--- src/rtl/scr_pkg.sv ---
package scr_pkg;
  typedef enum logic [1:0] {
    RX_IDLE  = 2'd0,
    RX_START = 2'd1,
    RX_DATA  = 2'd2,
    RX_STOP  = 2'd3
  } rx_state_e;
endpackage

--- src/rtl/scr_sync2.sv ---
module scr_sync2 #(
  parameter int          W       = 1,
  parameter logic [W-1:0] RST_VAL = '0
) (
  input  logic         clk,
  input  logic         rst_n,
  input  logic [W-1:0] d,
  output logic [W-1:0] q
);
  logic [W-1:0] meta;

  always_ff @(posedge clk or negedge rst_n) begin
    if (!rst_n) begin
      meta <= RST_VAL;
      q    <= RST_VAL;
    end else begin
      meta <= d;
      q    <= meta;
    end
  end
endmodule

--- src/rtl/scr_tick_gen.sv ---
module scr_tick_gen #(
  parameter int DIV = 13021
) (
  input  logic clk,
  input  logic rst_n,
  input  logic clear,
  output logic tick
);
  localparam int CW = (DIV > 1) ? $clog2(DIV) : 1;
  localparam logic [CW-1:0] LAST = CW'(DIV - 1);

  logic [CW-1:0] div_q;

  assign tick = (div_q == LAST);

  always_ff @(posedge clk or negedge rst_n) begin
    if (!rst_n) begin
      div_q <= '0;
    end else if (clear || tick) begin
      div_q <= '0;
    end else begin
      div_q <= div_q + 1'b1;
    end
  end
endmodule

--- src/rtl/scr_char_rx.sv ---
module scr_char_rx
  import scr_pkg::*;
#(
  parameter int DATA_BITS = 8,
  parameter int OVS       = 16
) (
  input  logic                 clk,
  input  logic                 rst_n,
  input  logic                 tick,
  input  logic                 line_s,
  input  logic                 line_fall,
  input  logic                 hold,
  output logic                 tick_clr,
  output logic                 idle,
  output logic                 done,
  output logic [DATA_BITS-1:0] data
);
  localparam int SW = $clog2(OVS);
  localparam int BW = (DATA_BITS > 1) ? $clog2(DATA_BITS) : 1;
  localparam logic [SW-1:0] MID     = SW'(OVS / 2 - 1);
  localparam logic [SW-1:0] SUB_TOP = SW'(OVS - 1);
  localparam logic [BW-1:0] LAST    = BW'(DATA_BITS - 1);

  rx_state_e state_q;
  logic [SW-1:0] sub_q;
  logic [BW-1:0] bit_q;
  logic          mid;

  assign idle     = (state_q == RX_IDLE);
  assign tick_clr = idle;
  assign mid      = tick && (sub_q == MID) && !idle;

  always_ff @(posedge clk or negedge rst_n) begin
    if (!rst_n) begin
      sub_q <= '0;
    end else if (idle) begin
      sub_q <= '0;
    end else if (tick) begin
      sub_q <= (sub_q == SUB_TOP) ? '0 : sub_q + 1'b1;
    end
  end

  always_ff @(posedge clk or negedge rst_n) begin
    if (!rst_n) begin
      state_q <= RX_IDLE;
      bit_q   <= '0;
      done    <= 1'b0;
      data    <= '0;
    end else begin
      done <= 1'b0;
      unique case (state_q)
        RX_IDLE: begin
          if (line_fall && !hold) begin
            state_q <= RX_START;
            bit_q   <= '0;
          end
        end
        RX_START: begin
          if (mid) begin
            state_q <= line_s ? RX_IDLE : RX_DATA;
          end
        end
        RX_DATA: begin
          if (mid) begin
            data <= {line_s, data[DATA_BITS-1:1]};
            if (bit_q == LAST) begin
              state_q <= RX_STOP;
              done    <= 1'b1;
            end else begin
              bit_q <= bit_q + 1'b1;
            end
          end
        end
        RX_STOP: begin
          if (mid) begin
            state_q <= RX_IDLE;
          end
        end
        default: state_q <= RX_IDLE;
      endcase
    end
  end
endmodule

--- src/rtl/scr_readout.sv ---
module scr_readout #(
  parameter int DATA_BITS = 8
) (
  input  logic                 clk,
  input  logic                 rst_n,
  input  logic                 done,
  input  logic [DATA_BITS-1:0] data,
  input  logic                 strobe_s,
  input  logic                 strobe_rise,
  input  logic                 strobe_fall,
  input  logic                 line_s,
  output logic                 active,
  output logic                 irq_n,
  output logic                 ser_out
);
  localparam int BW = (DATA_BITS > 1) ? $clog2(DATA_BITS) : 1;
  localparam logic [BW-1:0] LAST = BW'(DATA_BITS - 1);

  logic [DATA_BITS-1:0] out_sh;
  logic [BW-1:0]        cnt_q;

  assign ser_out = active ? out_sh[0] : line_s;

  always_ff @(posedge clk or negedge rst_n) begin
    if (!rst_n) begin
      active <= 1'b0;
      irq_n  <= 1'b1;
      out_sh <= '0;
      cnt_q  <= '0;
    end else if (done && !strobe_s) begin
      active <= 1'b1;
      irq_n  <= 1'b0;
      out_sh <= data;
      cnt_q  <= '0;
    end else if (active) begin
      if (strobe_rise) begin
        irq_n <= 1'b1;
      end
      if (strobe_fall) begin
        if (cnt_q == LAST) begin
          active <= 1'b0;
        end else begin
          cnt_q  <= cnt_q + 1'b1;
          out_sh <= out_sh >> 1;
        end
      end
    end
  end
endmodule

--- src/rtl/strobe_char_retimer.sv ---
module strobe_char_retimer #(
  parameter int TICK_DIV  = 13021,
  parameter int OVS       = 16,
  parameter int DATA_BITS = 8
) (
  input  logic clk,
  input  logic rst_n,
  input  logic line_in,
  input  logic strobe_in,
  output logic ser_out,
  output logic irq_n
);
  logic                 line_s, strobe_s;
  logic                 line_q, strobe_q;
  logic                 line_fall, strobe_rise, strobe_fall;
  logic                 tick, tick_clr;
  logic                 rx_idle, char_done, ro_active;
  logic [DATA_BITS-1:0] char_data;

  scr_sync2 #(.W(1), .RST_VAL(1'b1)) u_line_sync (
    .clk(clk), .rst_n(rst_n), .d(line_in), .q(line_s)
  );

  scr_sync2 #(.W(1), .RST_VAL(1'b0)) u_strobe_sync (
    .clk(clk), .rst_n(rst_n), .d(strobe_in), .q(strobe_s)
  );

  always_ff @(posedge clk or negedge rst_n) begin
    if (!rst_n) begin
      line_q   <= 1'b1;
      strobe_q <= 1'b0;
    end else begin
      line_q   <= line_s;
      strobe_q <= strobe_s;
    end
  end

  assign line_fall   = line_q && !line_s;
  assign strobe_rise = strobe_s && !strobe_q;
  assign strobe_fall = !strobe_s && strobe_q;

  scr_tick_gen #(.DIV(TICK_DIV)) u_tick (
    .clk(clk), .rst_n(rst_n), .clear(tick_clr), .tick(tick)
  );

  scr_char_rx #(.DATA_BITS(DATA_BITS), .OVS(OVS)) u_rx (
    .clk(clk), .rst_n(rst_n), .tick(tick), .line_s(line_s),
    .line_fall(line_fall), .hold(ro_active), .tick_clr(tick_clr),
    .idle(rx_idle), .done(char_done), .data(char_data)
  );

  scr_readout #(.DATA_BITS(DATA_BITS)) u_ro (
    .clk(clk), .rst_n(rst_n), .done(char_done), .data(char_data),
    .strobe_s(strobe_s), .strobe_rise(strobe_rise), .strobe_fall(strobe_fall),
    .line_s(line_s), .active(ro_active), .irq_n(irq_n), .ser_out(ser_out)
  );
endmodule

--- config.mk ---
export PLATFORM = sky130hd
export DESIGN_NAME = strobe_char_retimer
export DESIGN_NICKNAME = d
export VERILOG_FILES = /design/src/rtl/scr_pkg.sv /design/src/rtl/scr_sync2.sv /design/src/rtl/scr_tick_gen.sv /design/src/rtl/scr_char_rx.sv /design/src/rtl/scr_readout.sv /design/src/rtl/strobe_char_retimer.sv
export SDC_FILE = /design/constraint.sdc
export NUM_CORES = 1
export LEC_CHECK = 0
export BUFFER_PORTS_ARGS = -buffer_cell sky130_fd_sc_hd__buf_2
export CORE_UTILIZATION = 50
export DETAILED_ROUTE_END_ITERATION = 6
export PLACE_DENSITY_LB_ADDON = 0.2
export SLEW_MARGIN = 20
export SYNTH_ARGS = -nofsm -noshare
export SYNTH_HDL_FRONTEND = slang
export SYNTH_HIERARCHICAL = 1
export SYNTH_SLANG_ARGS = --single-unit
--- constraint.sdc ---
create_clock -name clk -period 2.65 [get_ports clk]
set_input_delay 0.265 -clock clk [delete_from_list [all_inputs] [get_ports clk]]
set_output_delay 0.265 -clock clk [all_outputs]
set_load 0.02 [all_outputs]
* Word-level counts from Yosys, hierarchy flattened
Index checks and enable logic that the tools add are counted.
** Operators by class
- Add/sub/neg operators :: 4
- Reductions and logical operators :: 24
- Mux-type cells :: 34
- Eq/ne operators :: 15
** Operator list (number)
- $mux 8 :: 4
- $mux 3 :: 7
- $add 14x1->14 const B :: 1
- $eq 14x14->1 const B :: 1
- $mux 14 :: 1
- $mux 2 :: 6
- $mux 4 :: 3
- $mux 1 :: 11
- $ne 2x1->1 const B :: 5
- $reduce_bool 2->1 :: 5
- $pmux 2 s4 :: 1
- $logic_and 1x1->1 :: 7
- $add 3x1->3 const B :: 2
- $eq 3x3->1 const B :: 2
- $pmux 3 s2 :: 1
- $logic_not 1->1 :: 5
- $reduce_and 5->1 :: 1
- $add 4x1->4 const B :: 1
- $eq 2x2->1 const B :: 2
- $eq 4x3->1 const B :: 1
- $eq 4x4->1 const B :: 1
- $ne 2x2->1 const B :: 2
- $reduce_and 2->1 :: 2
- $reduce_and 4->1 :: 1
- 4 further kinds :: 4
** Storage, ports and cells
- Word-level logic and storage cells :: 93
- Bits in registers :: 51
- Output and inout port bits :: 2

* Longest topological paths before layout
- Depth in word-level cells :: 5
- Depth in mapped cells :: 8

* Cells and area by module
Netlist, hierarchy kept.
** By module, submodules not included
- scr_char_rx :: area an instance 820.8 um^2, cells an instance 66, sequential area each 450.4 um^2, times used 1
- scr_tick_gen :: area an instance 758.2 um^2, cells an instance 73, sequential area each 350.3 um^2, times used 1
- scr_readout :: area an instance 601.8 um^2, cells an instance 66, sequential area each 326.6 um^2, times used 1
- strobe_char_retimer :: area an instance 72.6 um^2, cells an instance 5, sequential area each 51.3 um^2, times used 1
- scr_sync2 at u_line_sync :: area an instance 52.6 um^2, cells an instance 2, sequential area each 52.6 um^2, times used 1
- scr_sync2 at u_strobe_sync :: area an instance 50.0 um^2, cells an instance 2, sequential area each 50.0 um^2, times used 1

* Worst setup path after synthesis
OpenSTA, ideal clock, no wires.
- Kind :: reg-to-reg
- Start :: register u_tick.div_q[0]
- End :: register u_rx.data[0]
- Slack :: 437 ps
- Period minus slack after synthesis :: 2213 ps
- Cell stages (with the launch flop) :: 9
- Data arrival time :: 2089 ps
- Path buffers :: 1
- Path through :: dfrtp_1 inv_1 ha_1 nand4_1 nor4_2 and4b_4 and3b_1 buf_6 mux2_2
** On the way
- Longest elaborated chain between the ends :: 4
** RTL lines
- from (decl) :: line scr_tick_gen.sv:12 : logic [CW-1:0] div_q;
- from (signal assigned) :: line scr_tick_gen.sv:22 : div_q <= div_q + 1'b1;
- $eq 14x14->1 :: line scr_tick_gen.sv:14 : assign tick = (div_q == LAST);
- net tick :: line strobe_char_retimer.sv:16 : logic tick, tick_clr;
- $logic_and 1x1->1 (2 in a row) :: line scr_char_rx.sv:31 : assign mid = tick && (sub_q == MID) && !idle;
- $reduce_and 2->1 (no line)
- to (signal assigned) :: line scr_char_rx.sv:65 : data <= {line_s, data[DATA_BITS-1:1]};
- to (decl) :: line scr_char_rx.sv:16 : output logic [DATA_BITS-1:0] data
The timed path passes the listed nets, and every way through them passes these cells.
A chain may end at the register's enable or synchronous reset.

* Worst setup path in the final report
- Start :: register u_tick.div_q[0]
- End :: register u_rx.data[4]
Same word-level chain as after synthesis.

==> metrics.md <==
| Metric | Value |
|---|---|
| Routability cong. | `0.8565` |
| Fin cells | `276` |
| Min-delay src | `line_in` |
| Clock buffer depth | `2` |
| Clock transition at the registers of the reported paths | `0.09 ns` |
| Die Ht | `70.65 um` |
| Maxcap violations | `0` |
| CTS H-tree depth | `2` |
| Vias in the first global route | `1,511` |
| Post-synth ARST share | `100.0%` |
| DR DRC count | `2` |
| Power per cell area | `675.8 nW/um^2` |
| Crit path from | `u_tick/div_q[0]` |
| R2R Path End | `u_rx/data[4]` |
| Setup crit start kind | `flop` |
| Vias | `1,494` |
| Register-to-register setup slack | `0.43 ns` |
| Syn. warnings | `6` |
| Worst EP arrival | `2.41 ns` |
| Leakage | `1.199 nW` |
| Placed Cells | `267` |
| Worst hold path endpoint | `u_line_sync/meta` |
| Cell taking the most area after synthesis | `dfrtp_1` |
| CTS tree | `built` |
| Core region area | `4444 um^2` |
| Initial Util | `53.01%` |
| Setup violations, final | `0` |
| Min-Delay Path Class | `input pin to flop` |
| Clock Sinks | `51` |
| Most frequent cell after synthesis | `dfrtp_1` |
| Synth Cell Area | `2356 um^2` |
| Worst slew pin tran | `0.4710 ns` |
| Grt ovf | `0` |
| Synth Instances | `214` |
| Number of synthesized flops with an enable pin | `0` |
| Full die area | `4991 um^2` |
| CTS resizes | `0` |
| DR vias/cell | `5.413` |
| Layout cell share with drive strength beyond 1 | `20.09%` |
| GRT Overall Usage | `18.30%` |
| Clock latency on the worst-skew pair | `0.30 ns` |
| Final Skew | `0.004209 ns` |
| Setup slack after layout | `0.4321 ns` |
| Worst Reg-to-Reg Cells | `7` |
| CP Data Required Time | `2.84 ns` |
| Post-synthesis register bit count | `51` |
| Top cells by area, synth | `dfrtp_1, mux2_2, dfstp_2` |
| Prevailing post-synth register cell | `dfrtp_1` |
| Max_slew headroom | `68.60%` |
| Final min period | `2.218 ns` |
| Hold path cells | `1` |
| Maximum vdd drop | `0.3560 mV` |
| Final Max Slew Viols | `0` |
| Failing checks | `DRC` |
| Pre-CTS setup slack | `0.4484 ns` |
| Post-synth top cells | `dfrtp_1, nand2_1, a21oi_1` |
| Mean Syn Cell Area | `11.01 um^2` |
| Syn_nets | `225` |
| First-pass GRT wire length | `7189 um` |
| Total power | `1.723 mW` |
| Achievable frequency | `450.9 MHz` |
| Largest net degree at the start of global routing | `37` |
| Hpwl dp | `2762 um` |
| R2r startpoint | `u_tick/div_q[0]` |
| Width of the die | `70.65 um` |
| Placed inst area | `2402 um^2` |
| Sum Neg Setup Slack | `0 ns` |
| Final period utilization | `83.70%` |
| DRT antenna net count | `0` |
| Final-report hold violation count | `0` |
| # rows | `24` |
| DR pass1 iterations | `6` |
| Initial antenna violation count | `0` |
| Share of the synthesized area in the top cell type | `49.92%` |
| Worst Setup End Kind | `flop` |
| PortBufs | `5` |
| Nets@finish | `234` |
| Antenna diode count | `0` |
| Outcome | `finished with violations` |
| # fillers | `399` |
| TritonCTS buffer count | `5` |
| Root buf cell | `clkbuf_8` |
| Yosys cell types | `39` |
| RSZ-0062 raised after global routing | `false` |
| Sequential element share of the synthesized area | `54.38%` |
| Drt total wl | `3905 um` |
| Final instance area | `2549 um^2` |
| Synth-to-layout area growth | `8.178%` |
| CP max FO | `9` |
| Routed len/inst | `14.15 um` |
| Initial DRC Count | `84` |
| Num ports | `6` |
| CP Class | `flop to flop` |
[per-layer routing]
layer	global-route usage (%)	part of all wire, %
met1	25.52	49
met3	3.561	2.2
met2	28.48	47
met4	7.333	1.6
met5	0	0
[worst max path at each step]
stage / to / cells past startpoint
2_1_floorplan: u_rx/data[0] / 8
3_3_place_gp: u_rx/data[5] / 7
3_5_place_dp: u_rx/data[5] / 7
4_1_cts: u_rx/data[5] / 7
5_1_grt: u_rx/data[5] / 7
6_report: u_rx/data[4] / 7
[logic make-up (layout without fill, tap and decap cells)]
kind of cell | Yosys count | in the layout | share of synthesized area, %
AO/OA/AOI/OAI | 23 | 23 | 5.311
XOR/XNOR | 14 | 14 | 5.205
adder cells (fa/ha/maj) | 7 | 7 | 3.717
buffers and inverters | 12 | 22 | 3.611
flip-flops | 51 | 51 | 54.38
multiplexers | 14 | 14 | 6.479
AND/OR/NAND/NOR | 93 | 93 | 21.30
[report_power, final]
group	switching (mW)	leakage [nW]	internal, mW	total (mW)
Clock	0.250	0.0644	0.376	0.626
Combinational	0.0947	0.461	0.0769	0.172
Sequential	0.0888	0.674	0.836	0.925
[flip-flops by register name (all words and copies together) (netlist names), named ones only]
register	count
line_q	1
strobe_q	1
u_line_sync/meta	1
u_line_sync/q	1
u_ro/active	1
u_ro/cnt_q	3
u_ro/irq_n	1
u_ro/out_sh	8
u_rx/bit_q	3
u_rx/data	8
u_rx/done	1
u_rx/state_q	1
u_rx/sub_q	4
u_strobe_sync/meta	1
u_strobe_sync/q	1
u_tick/div_q	14
[critical path, cell delays in order, from the launching register on]
cell and delay [ns]:
dfrtp_1 0.46, inv_1 0.09, ha_1 0.15, nand4_1 0.11
nor4_2 0.21, and4b_4 0.31, and3b_1 0.39, mux2_2 0.38
[area by class of cell]
| class | count | area, um^2 | share of cell area (%) |
|---|---|---|---|
| timing repair buffer | 9 | 57.56 | 2.258 |
| sequential | 51 | 1281 | 50.27 |
| clock inverter | 3 | 67.56 | 2.651 |
| clock buffer | 5 | 68.82 | 2.700 |
| inverter | 5 | 18.77 | 0.7364 |
| tap | 52 | 65.06 | 2.553 |
| multi-input combinational | 151 | 989.7 | 38.83 |
[placed cells by master (no fill, tap or decap)]
cell and n:
or2_1 2, a21o_1 1, mux2_2 10, dfrtp_1 47, and2b_2 1, buf_4 3, clkbuf_8 5, mux2i_1 4
xnor2_1 8, nor2b_1 2, nand3_2 1, nand3b_1 2, nand4bb_1 1, and2b_1 1, nand3_1 7, inv_1 5
and3b_1 2, xor2_1 6, nor4_1 3, and2_1 1, nor2_1 19, buf_2 5, nand2_1 25, nor3b_1 2
nor4_2 1, ha_1 7, a311oi_1 1, nand2b_1 2, or4b_2 1, a21oi_1 20, and4_1 1, nand4_1 5
clkinvlp_4 1, nor3_1 3, dlygate4sd3_1 1, nor2_2 10, and4b_4 1, bufinv_16 2, a41oi_1 1, dfstp_2 4
[metrics by stage]
stage | hold WS, ns | util, %
finish | 0.05237 | 57.35
global route | 0.03982 | 57.35
CTS | 0.04318 | 57.35
floorplan | -0.03059 | -
detailed placement | 0.1899 | 54.05
global placement | 0.1859 | 54.05
[timing repair]
item / 4_1_cts / 5_1_grt
setup endpoints to repair: 0 / 0
setup buffers: 0 / 0
hold buffers: 1 / 0
endpoints found under the hold margin: 15 / 0
Power figures use the tool's default switching activity.
